===== config.mk =====
export PLATFORM = sky130hd
export DESIGN_NAME = flit_link_tx
export DESIGN_NICKNAME = d
export VERILOG_FILES = /design/src/rtl/flit_tx_pkg.sv /design/src/rtl/flit_tx_ctrl.sv /design/src/rtl/flit_tx_datapath.sv /design/src/rtl/flit_link_tx.sv
export SDC_FILE = /design/constraint.sdc
export NUM_CORES = 1
export LEC_CHECK = 0
export ABC_AREA = 1
export BUFFER_PORTS_ARGS = -buffer_cell sky130_fd_sc_hd__buf_4
export CORE_MARGIN = 4
export CORE_UTILIZATION = 30
export CTS_BUF_LIST = sky130_fd_sc_hd__clkbuf_2
export DETAILED_ROUTE_END_ITERATION = 6
export PLACE_DENSITY_LB_ADDON = 0.25
export SKIP_LAST_GASP = 1
export SYNTH_ARGS = -nofsm -noshare
export SYNTH_HDL_FRONTEND = slang
export SYNTH_SLANG_ARGS = --single-unit

===== constraint.sdc =====
create_clock -name clk -period 3.29 [get_ports clk]
set_input_delay 0.329 -clock clk [delete_from_list [all_inputs] [get_ports clk]]
set_output_delay 0.329 -clock clk [all_outputs]
set_load 0.05 [all_outputs]

===== src/rtl/flit_tx_pkg.sv =====
package flit_tx_pkg;

  localparam int TYPE_W = 3;

  localparam logic [TYPE_W-1:0] TYPE_HEAD = 3'b001;
  localparam logic [TYPE_W-1:0] TYPE_BODY = 3'b010;
  localparam logic [TYPE_W-1:0] TYPE_TAIL = 3'b100;

  typedef enum logic [1:0] {
    ST_IDLE,
    ST_BODY,
    ST_TAIL
  } txState_t;

  typedef struct packed {
    logic sendWord;
    logic wordIsHead;
    logic sendTail;
  } txStrobes_t;

endpackage


===== src/rtl/flit_tx_ctrl.sv =====
module flit_tx_ctrl
  import flit_tx_pkg::*;
#(
  parameter int BUF_DEPTH = 4
) (
  input  logic       clk,
  input  logic       rstN,
  input  logic       inValid,
  input  logic       inLast,
  input  logic       creditRet,
  output logic       inReady,
  output txStrobes_t strobes
);

  localparam int CNT_W = $clog2(BUF_DEPTH + 1);

  txState_t         state;
  txState_t         stateNext;
  logic [CNT_W-1:0] creditCnt;
  logic             haveCredit;
  logic             accept;
  logic             spend;

  assign haveCredit = (creditCnt != '0);
  assign inReady    = haveCredit && (state != ST_TAIL);
  assign accept     = inValid && inReady;
  assign spend      = strobes.sendWord || strobes.sendTail;

  always_comb begin
    strobes.sendWord   = accept;
    strobes.wordIsHead = accept && (state == ST_IDLE);
    strobes.sendTail   = (state == ST_TAIL) && haveCredit;
  end

  always_comb begin
    stateNext = state;
    case (state)
      ST_IDLE: if (accept) stateNext = inLast ? ST_TAIL : ST_BODY;
      ST_BODY: if (accept && inLast) stateNext = ST_TAIL;
      ST_TAIL: if (strobes.sendTail) stateNext = ST_IDLE;
      default: stateNext = ST_IDLE;
    endcase
  end

  always_ff @(posedge clk) begin
    if (!rstN) begin
      state     <= ST_IDLE;
      creditCnt <= CNT_W'(BUF_DEPTH);
    end else begin
      state <= stateNext;
      case ({spend, creditRet})
        2'b10:   creditCnt <= creditCnt - CNT_W'(1);
        2'b01:   creditCnt <= creditCnt + CNT_W'(1);
        default: creditCnt <= creditCnt;
      endcase
    end
  end

endmodule


===== src/rtl/flit_tx_datapath.sv =====
module flit_tx_datapath
  import flit_tx_pkg::*;
#(
  parameter int DATA_W = 32
) (
  input  logic                     clk,
  input  logic                     rstN,
  input  txStrobes_t               strobes,
  input  logic [DATA_W-1:0]        inData,
  output logic [DATA_W+TYPE_W:0]   linkFlit,
  output logic                     linkValid,
  output logic                     linkEop
);

  localparam int FLIT_W = DATA_W + TYPE_W + 1;

  logic [DATA_W-1:0] checksum;
  logic [TYPE_W-1:0] curType;
  logic [DATA_W-1:0] curData;
  logic [FLIT_W-1:0] nextFlit;
  logic              emit;

  assign emit = strobes.sendWord || strobes.sendTail;

  always_comb begin
    if (strobes.sendTail) begin
      curType = TYPE_TAIL;
      curData = checksum;
    end else begin
      curType = strobes.wordIsHead ? TYPE_HEAD : TYPE_BODY;
      curData = inData;
    end
    nextFlit = {^{curType, curData}, curType, curData};
  end

  always_ff @(posedge clk) begin
    if (!rstN) begin
      linkFlit  <= '0;
      linkValid <= 1'b0;
      linkEop   <= 1'b0;
      checksum  <= '0;
    end else begin
      linkValid <= emit;
      linkEop   <= strobes.sendTail;
      if (emit) linkFlit <= nextFlit;
      if (strobes.sendTail || strobes.wordIsHead) checksum <= '0;
      else if (strobes.sendWord)                  checksum <= checksum ^ inData;
    end
  end

endmodule


===== src/rtl/flit_link_tx.sv =====
module flit_link_tx
  import flit_tx_pkg::*;
#(
  parameter int DATA_W    = 32,
  parameter int BUF_DEPTH = 4
) (
  input  logic                   clk,
  input  logic                   rstN,
  input  logic                   inValid,
  output logic                   inReady,
  input  logic [DATA_W-1:0]      inData,
  input  logic                   inLast,
  output logic [DATA_W+TYPE_W:0] linkFlit,
  output logic                   linkValid,
  output logic                   linkEop,
  input  logic                   creditRet
);

  txStrobes_t strobes;

  flit_tx_ctrl #(.BUF_DEPTH(BUF_DEPTH)) u_ctrl (
    .clk       (clk),
    .rstN      (rstN),
    .inValid   (inValid),
    .inLast    (inLast),
    .creditRet (creditRet),
    .inReady   (inReady),
    .strobes   (strobes)
  );

  flit_tx_datapath #(.DATA_W(DATA_W)) u_dp (
    .clk       (clk),
    .rstN      (rstN),
    .strobes   (strobes),
    .inData    (inData),
    .linkFlit  (linkFlit),
    .linkValid (linkValid),
    .linkEop   (linkEop)
  );

endmodule


Yosys cells after proc, flatten, opt, wreduce, memory -nomap -nowiden
Index checks and enable logic that the tools add are counted.
Widths: inputs -> output; s select.
{"block": "classes", "bitwise_logic": 2, "addsub": 2, "n_eq_ne": 8, "muxes": 9, "n_reduce_logical": 13}
{"operator": "$reduce_xor 35->1", "n": 1}
{"operator": "$mux 32", "n": 1}
{"operator": "$xor 32x32->32", "n": 1}
{"operator": "$mux 2", "n": 5}
{"operator": "$ne 2x1->1 const B", "n": 3}
{"operator": "$pmux 2 s3", "n": 1}
{"operator": "$pmux 3 s2", "n": 1}
{"operator": "$logic_and 1x1->1", "n": 5}
{"operator": "$eq 2x1->1 const B", "n": 2}
{"operator": "$eq 2x2->1 const B", "n": 2}
{"operator": "$add 3x1->3 const B", "n": 1}
{"operator": "$mux 3", "n": 1}
{"operator": "$reduce_and 3->1", "n": 1}
{"operator": "$reduce_bool 3->1", "n": 1}
{"operator": "$sub 3x1->3 const B", "n": 1}
{"operator": "$logic_not 2->1", "n": 1}
{"operator": "$logic_or 1x1->1", "n": 2}
{"operator": "$ne 2x2->1 const B", "n": 1}
{"operator": "$reduce_bool 2->1", "n": 1}
{"operator": "$reduce_or 2->1", "n": 1}
{"operator": "$not 1->1", "n": 1}
{"block": "word_totals", "out_inout_bits": 39, "in_bits": 37, "elab_cells": 40, "reg_bits": 75}

Depth between registers and ports, before layout
Gate-level depths: netlist of the first run.
{"block": "logic_depth", "word_depth": 7, "mapped_depth": 21, "depth_no_buf": 19}

Modules after synthesis
A second synthesis of the first run with hierarchy kept.
{"block": "unflattened", "cells_unflattened": 689, "area_unflattened_um2": 4165.2}
{"module": "flit_tx_datapath", "seq_area_each_um2": 1401.3, "n_inst": 1, "cells_each": 647, "area_each_um2": 3875.0}
{"module": "flit_tx_ctrl", "seq_area_each_um2": 100.1, "n_inst": 1, "cells_each": 42, "area_each_um2": 290.3}

Worst setup path after synthesis of the first run
OpenSTA, ideal clock, no wires.
{"block": "synth_path", "kind": "reg2reg", "from": "reg u_ctrl.creditCnt[0]", "to": "reg u_ctrl.creditCnt[1]", "slack_ps": 313, "synth_period_minus_slack_ps": 2977, "arrival_ps": 2861, "setup_ps": 116, "path_buffers": 1, "path_stages_with_launch": 14, "required_ps": 3174, "cell_sequence": "dfxtp_1 -> nor2_2 -> nand2_4 -> inv_1 -> nor2_1 -> nand2_1 -> nand2_1 -> buf_2 -> inv_1 -> ha_1 -> inv_1 -> fa_1 -> o21ai_0 -> nor2_1"}
{"block": "synth_between", "elab_chain_cells": 6, "elab_cells_between_ends": 11, "cone_classes": "add/sub: 2; eq/ne: 2; mux: 1; reduce/logical: 6"}
{"item": "start: declaration", "line_no": "flit_tx_ctrl.sv:19", "rtl": "logic [CNT_W-1:0] creditCnt;"}
{"item": "start signal: assignment", "line_no": "flit_tx_ctrl.sv:48", "rtl": "creditCnt <= CNT_W'(BUF_DEPTH);"}
{"item": "start signal: assignment", "line_no": "flit_tx_ctrl.sv:52", "rtl": "2'b10: creditCnt <= creditCnt - CNT_W'(1);"}
{"item": "start signal: assignment", "line_no": "flit_tx_ctrl.sv:53", "rtl": "2'b01: creditCnt <= creditCnt + CNT_W'(1);"}
{"item": "$reduce_bool 3->1 (*)", "line_no": "flit_tx_ctrl.sv:24", "rtl": "assign haveCredit = (creditCnt != '0);"}
{"item": "$logic_and 1x1->1 (*)", "line_no": "flit_tx_ctrl.sv:25", "rtl": "assign inReady = haveCredit && (state != ST_TAIL);"}
{"item": "named net inReady", "line_no": "flit_link_tx.sv:10", "rtl": "output logic inReady,"}
{"item": "$logic_and 1x1->1 (*)", "line_no": "flit_tx_ctrl.sv:26", "rtl": "assign accept = inValid && inReady;"}
{"item": "$logic_or 1x1->1 (*)", "line_no": "flit_tx_ctrl.sv:27", "rtl": "assign spend = strobes.sendWord || strobes.sendTail;"}
{"item": "$eq 2x1->1 / $eq 2x2->1 (equally long branches)", "line_no": "flit_tx_ctrl.sv:51", "rtl": "case ({spend, creditRet})"}
{"item": "$pmux 3 s2 / $reduce_bool 2->1 (equally long branches)"}
The timed path passes the listed nets; every way through them passes the cells marked *.
A chain may end at the register's enable or synchronous reset.

Worst setup path in the final report of the first run
{"block": "layout_path", "from": "reg u_ctrl.creditCnt[0]", "to": "reg u_dp.linkFlit[35]"}
{"block": "layout_between", "elab_chain_cells": 7, "elab_cells_between_ends": 10, "cone_classes": "mux: 3; reduce/logical: 7"}
{"item": "$reduce_bool 3->1 (*)", "line_no": "flit_tx_ctrl.sv:24"}
{"item": "$logic_and 1x1->1", "line_no": "flit_tx_ctrl.sv:25"}
{"item": "$logic_and 1x1->1", "line_no": "flit_tx_ctrl.sv:26"}
{"item": "$logic_and 1x1->1", "line_no": "flit_tx_ctrl.sv:31", "rtl": "strobes.wordIsHead = accept && (state == ST_IDLE);"}
{"item": "$mux 2", "line_no": "flit_tx_datapath.sv:30", "rtl": "curType = strobes.wordIsHead ? TYPE_HEAD : TYPE_BODY;"}
{"item": "$mux 3", "line_no": "flit_tx_datapath.sv:26", "rtl": "if (strobes.sendTail) begin"}
{"item": "$reduce_xor 35->1", "line_no": "flit_tx_datapath.sv:33", "rtl": "nextFlit = {^{curType, curData}, curType, curData};"}
{"item": "end signal: assignment", "line_no": "flit_tx_datapath.sv:45", "rtl": "if (emit) linkFlit <= nextFlit;"}
{"item": "end: declaration", "line_no": "flit_tx_datapath.sv:10", "rtl": "output logic [DATA_W+TYPE_W:0] linkFlit,"}
Every way passes the cells marked *; elsewhere a longest branch is shown, timed or not.

==> metrics.txt, run 1 <==
status=finished, final reports clean; Post-synth top cells=263 x nand2_1, 84 x inv_1, 75 x dfxtp_1; placed cells=between 900 and 1000; CTS H-tree lvls=3; initial drt markers=270; synthesized area=4418 µm²; Die Ht=129.4 µm; CP cell instances=nor2_2, nand2_4, nand2_4, buf_4, nand2_1, nand2_1, nand2_1, nand2_1, inv_1, nand2_1, nand2_1, nand2_1, nand2_1, nand2_1, nand2_1, nand2_1, nand3_1, nand2_1, inv_1; DR pass1 iterations=5; Internal=0.002190 W; Seq/Total Area, Yosys=33.98%; DR vias=4509; sw frac=between 50 and 60%; Max Fclk=0.3939 GHz; fin cells=979; CP top delay family=simple AND/OR/NAND/NOR gates; Final #Nets=approximately 830; number of routed nets with antenna violations=0; WL/cell=~12 µm; clock-pin slew on the worst setup and hold paths=0.20 ns; CP required=about 3.8 ns; #FFs+latches synth=75; critical path type=reg2reg; final cycle utilization of the critical path=77.17%; # resized after CTS=0; clk_lat worst skew=0.58 ns; flop2flop setup slack=roughly 0.75 ns; Max IR drop VDD=approximately 0.0003 V; path depth of the worst reg2reg path=19; number of diodes=0; initial antenna violation count=0; Clk pwr share=a little under a tenth; P_leak=between 2 and 3 nW; initial core utilization=a little under a third; clk sinks=75; R2R Path End=u_dp.linkFlit[35]$_SDFFE_PN0P_; Site Rows=44; Clock Skew=0.02998 ns; Port-buffer cells=75; sequential share of power=28.6%; I/O pin count=76; # DRC=0; top cells by area, synth=dfxtp_1 34%, nand2_1 22%, o21ai_0 7.9%, inv_1 7.1%, nand3_1 6.1%; HP Start=inData[1]; Top FF cell, synth=dfxtp_1; largest stage delay on the critical path=0.39 ns; Routability Congestion=~0.78; Final Hold Viols=0; first-pass GRT wire length=around 20000 µm; max-cap violations=0; Design Power=between 0.004 and 0.005 W; synth warn=0; most frequent cell after synthesis=nand2_1; endpoints failing setup=0; Min Clock Period, post-route=2.539 ns; top cell type's share of synthesized area=33.98%; Critical Path Start Type=flop; die width=129.4 µm; P per Cell Area=around 900 nW/µm²; Detailed Place HPWL=8253 µm; CP most frequent cell=nand2_1; Synth Net Count=between 700 and 800; ys async rst share=0%; fin. max-slew vios=0; leading area contributor after synthesis=dfxtp_1; Comb pwr share=between 60% and 70%; CTS Buf Count=9; GRT Total Usage=14.76%; largest net degree at the start of global routing=67; worst path bufs/invs=3; TNS Setup=0 ns; slowest stage cell, crit path=dfxtp_1; final core occ=a little under two fifths; final setup margin=0.7511 ns; share of layout cells above drive strength 1=13.96%; DRT Wirelength=11940 µm; crit end category=flop; Max-Slew Margin vs Limit=between 40 and 50%; pre-CTS WS=0.7846 ns; post-DR vias/cell=between 4 and 5; syn_area_per_cell=6.188 µm²; Worst EP arrival=3.02 ns; Syn Inst Count=714; Hold Path End=u_dp.linkFlit[1]$_SDFFE_PN0P_; Max Buffers Root-to-Sink=2; Psw=0.002580 W; EDFF count, synth=0; CP max FO=33; vias in the first global route=about 4000; Distinct cells, synth=26; die area=16730 µm²; unrepaired setup endpoints after global routing=no; core area=14480 µm²; reg2reg start=u_ctrl.creditCnt[0]$_SDFFE_PN0P_; worst hold path depth=3; type of the tightest min-delay check=in2reg; area grow syn2layout=20.19%; Worst-Margin Slew=about 0.76 ns; clk root buf=clkbuf_2; gr ovfl total=0; CTS tree=yes
[cell families after synthesis]
logic type	after synthesis	share of synthesized area, %
AOI/OAI and AO/OA	147	17.76
adders and majority gates	2	0.7363
DFF	75	33.98
and+or+nand+nor	366	34.81
buffers and inverters	124	12.72
[sequential cells by signal, indices dropped and copies added (netlist names)]
| signal | cells |
|---|---|
| u_ctrl.creditCnt | 3 |
| u_ctrl.state | 2 |
| u_dp.checksum | 32 |
| u_dp.linkEop | 1 |
| u_dp.linkFlit | 36 |
| u_dp.linkValid | 1 |
[repair_timing]
item                                   CTS  global route
endpoints found under the hold margin   19             0
buffers inserted                         0             0
hold buffers                            19             0
[power groups by stage]
stage / logic, W / registers, W / clock network [W]
final: 0.00297 / 0.00136 / 0.000435
after floorplan: 0.00167 / 0.00200 / 0
after global routing: 0.00333 / 0.00140 / 0.000497
after global placement: 0.00297 / 0.00139 / 0
after CTS: 0.00300 / 0.00137 / 0.000466
after detailed placement: 0.00297 / 0.00139 / 0
[routing by layer]
layer / track usage, % / vias up / wire length (µm)
met2: 23.48 / 76 / 5419
li1: - / 2449 / -
met4: 4.941 / 0 / 167
met3: 3.627 / 14 / 620
met5: 0 / - / 0
met1: 19.63 / 1970 / 5729
[area by class of cell]
class | count | area (µm²)
repair buffers | 103 | 820.8
clock inverters | 4 | 17.52
fillers | 1598 | 9169
flip-flops and latches | 75 | 1501
well taps | 184 | 230.2
clock buffers | 12 | 60.06
inverters | 86 | 322.8
multi-input cells | 515 | 2357
[per-stage QoR]
step                      cell area [µm²]  hold slack, ns
after CTS                            5310        0.008804
after global routing                 5310         0.04217
after detailed placement             5042          0.4518
final                                5310         0.08049
after floorplan                      4418          0.4226
after global placement               5042          0.4515
[worst register-to-register path, cell delays in order, from the launching register on]
cell and delay, ns:
dfxtp_1 0.39, nor2_2 0.15, nand2_4 0.14, nand2_4 0.33, buf_4 0.32, nand2_1 0.12
nand2_1 0.07, nand2_1 0.05, nand2_1 0.12, inv_1 0.07, nand2_1 0.05, nand2_1 0.08
nand2_1 0.09, nand2_1 0.06, nand2_1 0.06, nand2_1 0.05, nand2_1 0.06, nand3_1 0.11
nand2_1 0.10, inv_1 0.04
[worst max-delay path by stage]
| stage | slack [ns] | cells past startpoint | from | to |
|---|---|---|---|---|
| floorplan | 0.31 | 13 | u_ctrl.creditCnt[0]$_SDFFE_PN0P_ | u_ctrl.creditCnt[1]$_SDFFE_PN0P_ |
| global placement | 0.79 | 19 | u_ctrl.creditCnt[0]$_SDFFE_PN0P_ | u_dp.linkFlit[35]$_SDFFE_PN0P_ |
| detailed placement | 0.78 | 19 | u_ctrl.creditCnt[0]$_SDFFE_PN0P_ | u_dp.linkFlit[35]$_SDFFE_PN0P_ |
| CTS | 0.73 | 19 | u_ctrl.creditCnt[0]$_SDFFE_PN0P_ | u_dp.linkFlit[35]$_SDFFE_PN0P_ |
| global route | 0.38 | 19 | u_ctrl.creditCnt[0]$_SDFFE_PN0P_ | u_dp.linkFlit[35]$_SDFFE_PN0P_ |
| finish | 0.75 | 19 | u_ctrl.creditCnt[0]$_SDFFE_PN0P_ | u_dp.linkFlit[35]$_SDFFE_PN0P_ |
[cell usage in the layout, fill, tap and decap left out]
cell             n
o21a_1           2
inv_2            2
buf_4           84
o21ai_2          5
nand3_1         54
clkbuf_2        12
a21boi_0         1
nand2_2          1
nor2_1          16
a21oi_1         41
ha_1             1
nand2_1        262
dlygate4sd3_1   19
nor2_2           2
inv_1           84
nor3_1          14
clkinv_1         2
a31oi_1         16
dfxtp_1         75
nand2_4          2
o21ai_1         11
clkinv_2         2
fa_1             1
o21ai_0         70
a211oi_1         1
nor2_4           1
nand4_1          1
nor3b_1         13
(Power assumes the default switching activity.)
==> run 2: changes to the inputs <==
==> constraint.sdc (replaced) <==
create_clock -name clk -period 2.3 [get_ports clk]
set_input_delay 0.23 -clock clk [delete_from_list [all_inputs] [get_ports clk]]
set_output_delay 0.23 -clock clk [all_outputs]
set_load 0.05 [all_outputs]
==> metrics.txt, run 2 (synthesis gave the netlist of run 1 again) <==
status=finished, final reports clean; Psw=0.003751 W (+45%); highest-count cells in the layout ignoring fill and taps=261 x nand2_1, 88 x buf_4, 82 x inv_1; Comb pwr share=63.6% (+1.3 points); initial drt markers=236 (-13%); clk root buf=clkbuf_2; Min Clock Period, post-route=2.134 ns (-0.4050 ns); Worst-Margin Slew=0.6079 ns (-0.1504 ns); gr ovfl total=0 (unchanged); crit end category=flop; DRT Wirelength=12300 µm (+3.0%); share of layout cells above drive strength 1=16.11% (+2.1 points); CP cell instances=inv_2, nor2_4, buf_12, nor2_4, nand2_4, nand2_2, inv_2, ha_2, inv_2, fa_2, a21oi_2, o21ai_2, a21oi_1, o21ai_1; max-cap violations=0 (unchanged); placed cell areas=5125 µm² (+1.6%); fin cells=991 (+1.2%); DRT met1 WL=5881 µm (+2.7%); CTS tree=yes; critical path type=reg2reg; CTS Buf Count=9 (unchanged); fin. max-slew vios=0 (unchanged); Clock Skew=0.01983 ns (-0.01015 ns); Clk pwr share=8.5% (-0.6 points); sw frac=53.29% (-0.80 points); Max Buffers Root-to-Sink=2 (unchanged); Critical Path Start Type=flop; sequential share of power=27.9% (-0.7 points); vias in the first global route=4170 (+3.6%); endpoints failing setup=0 (unchanged); WL met3=534 µm (-14%); commonest non-fill, non-tap cell in the layout=nand2_1; DR vias=4614 (+2.3%); Max IR drop VDD=0.0006530 V (+110%); Internal=0.003288 W (+50%); design area=5502 µm² (+3.6%); I/O pin count=76 (unchanged); clk_lat worst skew=0.55 ns (-0.03 ns); Biggest register=u_dp.linkFlit; core area=14480 µm² (unchanged); Worst EP arrival=2.59 ns (-0.43 ns); largest stage delay on the critical path=0.39 ns (about the same); Final Hold Viols=0 (unchanged); type of the tightest min-delay check=in2reg; WL/cell=12.41 µm (+1.8%); clock-pin slew on the worst setup and hold paths=0.19 ns (about the same); Routability Congestion=0.7618 (-1.9%); first-pass GRT wire length=19930 µm (+1.5%); number of diodes=0 (unchanged); Detailed Place HPWL=8522 µm (+3.3%); initial core utilization=30.51% (unchanged); post-DR vias/cell=4.656 (+1.1%); GRT Total Usage=15.01% (+0.25 points); CP most frequent cell=inv_2; Max Used Layer=met4; die area=16730 µm² (unchanged); Site Rows=44 (unchanged); clk sinks=75 (unchanged); number of routed nets with antenna violations=0 (unchanged); Die Ht=129.4 µm (unchanged); initial antenna violation count=0 (unchanged); Max Fclk=0.4686 GHz (+19%); largest registers=u_dp.linkFlit: 36 flops, u_dp.checksum: 32 flops, u_ctrl.creditCnt: 3 flops; WL met2=5723 µm (+5.6%); final cycle utilization of the critical path=92.78% (+16 points); Fin Hold WS=0.06471 ns (-0.01577 ns); largest net degree at the start of global routing=67 (unchanged); die width=129.4 µm (unchanged); CTS H-tree lvls=3 (unchanged); CP max FO=4 (-88%); max reg flops=36 (unchanged); DR pass1 iterations=4 (-1); P per Cell Area=1280 nW/µm² (+42%); Final #Nets=844 (+1.8%); # DRC=0 (unchanged); slowest stage cell, crit path=dfxtp_2; area grow syn2layout=24.53%; CP required=2.76 ns (-1.01 ns); Max-Slew Margin vs Limit=59.48% (+10 points); unrepaired setup endpoints after global routing=yes; P_leak=2.777 nW (+2.8%); placed cells=953 (+0.95%); Port-buffer cells=75 (unchanged)
-- run 2: cell count changes in the layout (fill, tap and decap cells not counted), sizes merged --
cell / change
nand2: +1
buf: +10
clkinv: -3
dlygate4sd3: +4
-- run 2: final cells by class --
cell class | instances | area (µm²)
fillers | 1605 | 8977
multi-input cells | 516 | 2405
flip-flops and latches | 75 | 1504
repair buffers | 117 | 975.9
inverters | 86 | 322.8
well taps | 184 | 230.2
clock buffers | 12 | 60.06
clock inverters | 1 | 3.754
-- run 2: metal layers --
| layer | GRT usage (%) | up-vias |
|---|---|---|
| met5 | 0 | - |
| met4 | 4.632 | 0 |
| met3 | 3.586 | 14 |
| met2 | 24.76 | 78 |
| met1 | 19.46 | 2048 |
| li1 | - | 2474 |
-- run 2: path summary, 6_finish.rpt --
kind | from | to | slack [ns] | depth (start not counted)
worst max-delay path | u_ctrl.state[1]$_SDFFE_PN0P_ | u_ctrl.creditCnt[2]$_SDFFE_PN1P_ | 0.17 | 14
worst min-delay path | inData[13] | u_dp.checksum[13]$_SDFFE_PP0P_ | 0.06 | 4
worst max register to register | u_ctrl.state[1]$_SDFFE_PN0P_ | u_ctrl.creditCnt[2]$_SDFFE_PN1P_ | 0.17 | 14
worst min register to register | u_dp.checksum[18]$_SDFFE_PP0P_ | u_dp.checksum[18]$_SDFFE_PP0P_ | 0.47 | 1
-- run 2: what timing repair did --
item,in CTS,in global routing
hold endpoints to repair,31,0
hold buffers,23,0
setup endpoints to repair,0,19
gates resized for setup,0,17
buffers inserted,0,1
-- run 2: critical path, delay by kind of cell (launching register included) --
| family | cells | cell delay, ns |
|---|---|---|
| adders and majority gates | 2 | 0.54 |
| AOI/OAI and AO/OA | 4 | 0.42 |
| DFF | 1 | 0.39 |
| and+or+nand+nor | 4 | 0.36 |
| buffers and inverters | 4 | 0.35 |
-- run 2: through the flow --
stage	setup TNS (ns)	setup WS (ns)	total power [W]	utilization [%]
after global placement	0	0.1075	0.006335	35.40
after detailed placement	0	0.07227	0.006340	35.40
after global routing	-0.1091	-0.1091	0.007701	38.00
after floorplan	0	0.02166	0.005297	-
final	0	0.1661	0.007039	38.00
after CTS	0	0.05615	0.007003	37.43
-- run 2: power by group through the flow --
stage	Combinational [W]	Clock, W	Sequential [W]
2_1_floorplan	0.00243	0	0.00286
3_3_place_gp	0.00434	0	0.00199
3_5_place_dp	0.00435	0	0.00199
4_1_cts	0.00440	0.000644	0.00196
5_1_grt	0.00500	0.000681	0.00202
6_report	0.00448	0.000595	0.00197
==> run 3: changes to the inputs <==
==> constraint.sdc (replaced) <==
create_clock -name clk -period 2.5 [get_ports clk]
set_input_delay 0.25 -clock clk [delete_from_list [all_inputs] [get_ports clk]]
set_output_delay 0.25 -clock clk [all_outputs]
set_load 0.05 [all_outputs]
==> metrics.txt, run 3 (synthesis gave the netlist of run 1 again) <==
Biggest register=u_dp.linkFlit; core area=14480 µm² (unchanged); WL/cell=12.09 µm (-2.6%); clk root buf=clkbuf_2; CP top delay family=adder cells; post-DR vias/cell=4.579 (-1.7%); max reg flops=36 (unchanged); Max-Slew Margin vs Limit=59.24% (-0.24 points); type of the tightest min-delay check=in2reg; Clock Skew=0.03147 ns (+0.01163 ns); clk_lat worst skew=0.59 ns (+0.04 ns); final setup margin=0.2433 ns (+0.07714 ns); DR vias=4542 (-1.6%); Max Used Layer=met4; Final Hold Viols=0 (unchanged); clock-pin slew on the worst setup and hold paths=0.23 ns (+0.04 ns); P_leak=2.797 nW (+0.75%); Worst-Margin Slew=0.6114 ns (+0.003590 ns); die area=16730 µm² (unchanged); GRT Total Usage=14.64% (-0.37 points); fillers=1585 (-1.2%); CP max FO=13 (+9); commonest non-fill, non-tap cell in the layout=nand2_1; reg2reg start=u_ctrl.state[0]$_SDFFE_PN0P_; CTS H-tree lvls=3 (unchanged); CP required=2.98 ns (+0.22 ns); Port-buffer cells=75 (unchanged); largest net degree at the start of global routing=67 (unchanged); Reg area=1508 µm² (+0.25%); crit end category=flop; Final #Nets=842 (-0.24%); gr ovfl total=0 (unchanged); die width=129.4 µm (unchanged); pre-CTS WS=0.2197 ns (+0.1474 ns); DR pass1 iterations=4 (unchanged); Min Clock Period, post-route=2.257 ns (+0.1229 ns); Critical Path Start Type=flop; Hold Path End=u_dp.linkValid$_SDFF_PN0_; max-cap violations=0 (unchanged); CTS Buf Count=9 (unchanged); Detailed Place HPWL=8163 µm (-4.2%); Worst EP arrival=2.74 ns (+0.15 ns); WL met2=5387 µm (-5.9%); status=finished, final reports clean; number of diodes=0 (unchanged); initial core utilization=30.51% (unchanged); flop2flop setup slack=0.24 ns (+0.08 ns); slowest stage cell, crit path=dfxtp_1; placed cells=949 (-0.42%); Max IR drop VDD=0.0003461 V (-47%); initial antenna violation count=0 (unchanged); endpoints failing setup=0 (unchanged); CTS tree=yes; CP cell instances=nor2_4, buf_4, nand2_4, nand2_2, inv_2, ha_1, inv_1, fa_1, a21oi_1, o21ai_0, a21oi_1, o21ai_0; initial drt markers=291 (+23%); worst hold path depth=5 (+1); Site Rows=44 (unchanged); number of routed nets with antenna violations=0 (unchanged); highest-count cells in the layout ignoring fill and taps=262 x nand2_1, 89 x buf_4, 82 x inv_1; I/O pin count=76 (unchanged); P per Cell Area=1213 nW/µm² (-5.2%); vias in the first global route=4084 (-2.1%); largest registers=u_dp.linkFlit: 36 flops, u_dp.checksum: 32 flops, u_ctrl.creditCnt: 3 flops; # DRC=0 (unchanged); Max Fclk=0.4431 GHz (-5.4%); fin. max-slew vios=0 (unchanged); Routability Congestion=0.7776 (+2.1%); path depth of the worst reg2reg path=12 (-2); first-pass GRT wire length=19610 µm (-1.6%); Max Buffers Root-to-Sink=2 (unchanged); HP Start=inValid; share of layout cells above drive strength 1=15.35% (-0.76 points); Multi-input gate area=2385 µm² (-0.83%); DRT Wirelength=11990 µm (-2.5%); fin cells=992 (+0.10%); WL met3=567 µm (+6.2%); R2R Path End=u_ctrl.creditCnt[2]$_SDFFE_PN1P_; area grow syn2layout=25.40%; clk sinks=75 (unchanged); critical path type=reg2reg; unrepaired setup endpoints after global routing=yes; worst path bufs/invs=3 (-1); largest stage delay on the critical path=0.48 ns (+0.09 ns); DRT met1 WL=5908 µm (+0.46%); final cycle utilization of the critical path=90.27% (-2.5 points); Die Ht=129.4 µm (unchanged)
[run 3: cell count changes in the layout (fill, tap and decap cells not counted), moves of 2 or more]
cell       before  now
o21ai_1        13   11
bufinv_16       0    3
buf_6           4    0
clkinv_1        1    3
clkbuf_2       12    9
o21ai_0        67   70
[run 3: tightest hold or removal path: cells and delay by family]
family	cells	cell delay [ns]
buffers and inverters	2	0.13
and+or+nand+nor	3	0.21
[run 3: metal layers]
| metal | up-vias | GRT usage (%) |
|---|---|---|
| met5 | - | 0 |
| met4 | 0 | 4.385 |
| met3 | 8 | 3.545 |
| met2 | 86 | 23.63 |
| met1 | 1974 | 19.44 |
| li1 | 2474 | - |
[run 3: how the worst max path moves through the flow]
stage                                        to                        startpoint  slack (ns)  cells past startpoint
2_1_floorplan  u_ctrl.creditCnt[2]$_SDFFE_PN1P_  u_ctrl.creditCnt[0]$_SDFFE_PN0P_        0.03                     15
6_report       u_ctrl.creditCnt[2]$_SDFFE_PN1P_      u_ctrl.state[0]$_SDFFE_PN0P_        0.24                     12
4_1_cts        u_ctrl.creditCnt[2]$_SDFFE_PN1P_  u_ctrl.creditCnt[0]$_SDFFE_PN0P_        0.16                     12
3_3_place_gp   u_ctrl.creditCnt[2]$_SDFFE_PN1P_  u_ctrl.creditCnt[0]$_SDFFE_PN0P_        0.23                     12
5_1_grt        u_ctrl.creditCnt[2]$_SDFFE_PN1P_      u_ctrl.state[0]$_SDFFE_PN0P_       -0.04                     12
3_5_place_dp   u_ctrl.creditCnt[2]$_SDFFE_PN1P_  u_ctrl.creditCnt[0]$_SDFFE_PN0P_        0.22                     12
[run 3: layout make-up]
cell class / instances / area share [%]
clock inverters: 7 / 1.920
inverters: 86 / 5.827
multi-input cells: 516 / 43.04
clock buffers: 9 / 0.8130
flip-flops and latches: 75 / 27.21
repair buffers: 115 / 17.03
well taps: 184 / 4.155
[run 3: where the power goes]
part           total (W)  switching, W  internal, W
logic            0.00404       0.00278      0.00126
clock network   0.000875      0.000456     0.000420
registers        0.00181      0.000217      0.00159
total            0.00672       0.00345      0.00327
[run 3: per-stage QoR]
step | hold WS (ns) | setup TNS (ns) | total power, W | cell area (µm²) | util [%]
after detailed placement | 0.4394 | 0 | 0.005801 | 5100 | 35.22
final | 0.05290 | 0 | 0.006718 | 5540 | 38.26
after floorplan | 0.3552 | 0 | 0.004847 | 4425 | -
after global placement | 0.4464 | 0 | 0.005793 | 5100 | 35.22
after global routing | 0.02332 | -0.03692 | 0.007340 | 5540 | 38.26
after CTS | 0.001178 | 0 | 0.006736 | 5492 | 37.93
[run 3: repair_timing]
action / in CTS / in global routing
endpoints found under the hold margin: 30 / 0
buffers inserted: 0 / 2
endpoints found under the setup margin: 0 / 3
hold buffers: 24 / 0
resized for setup: 0 / 9
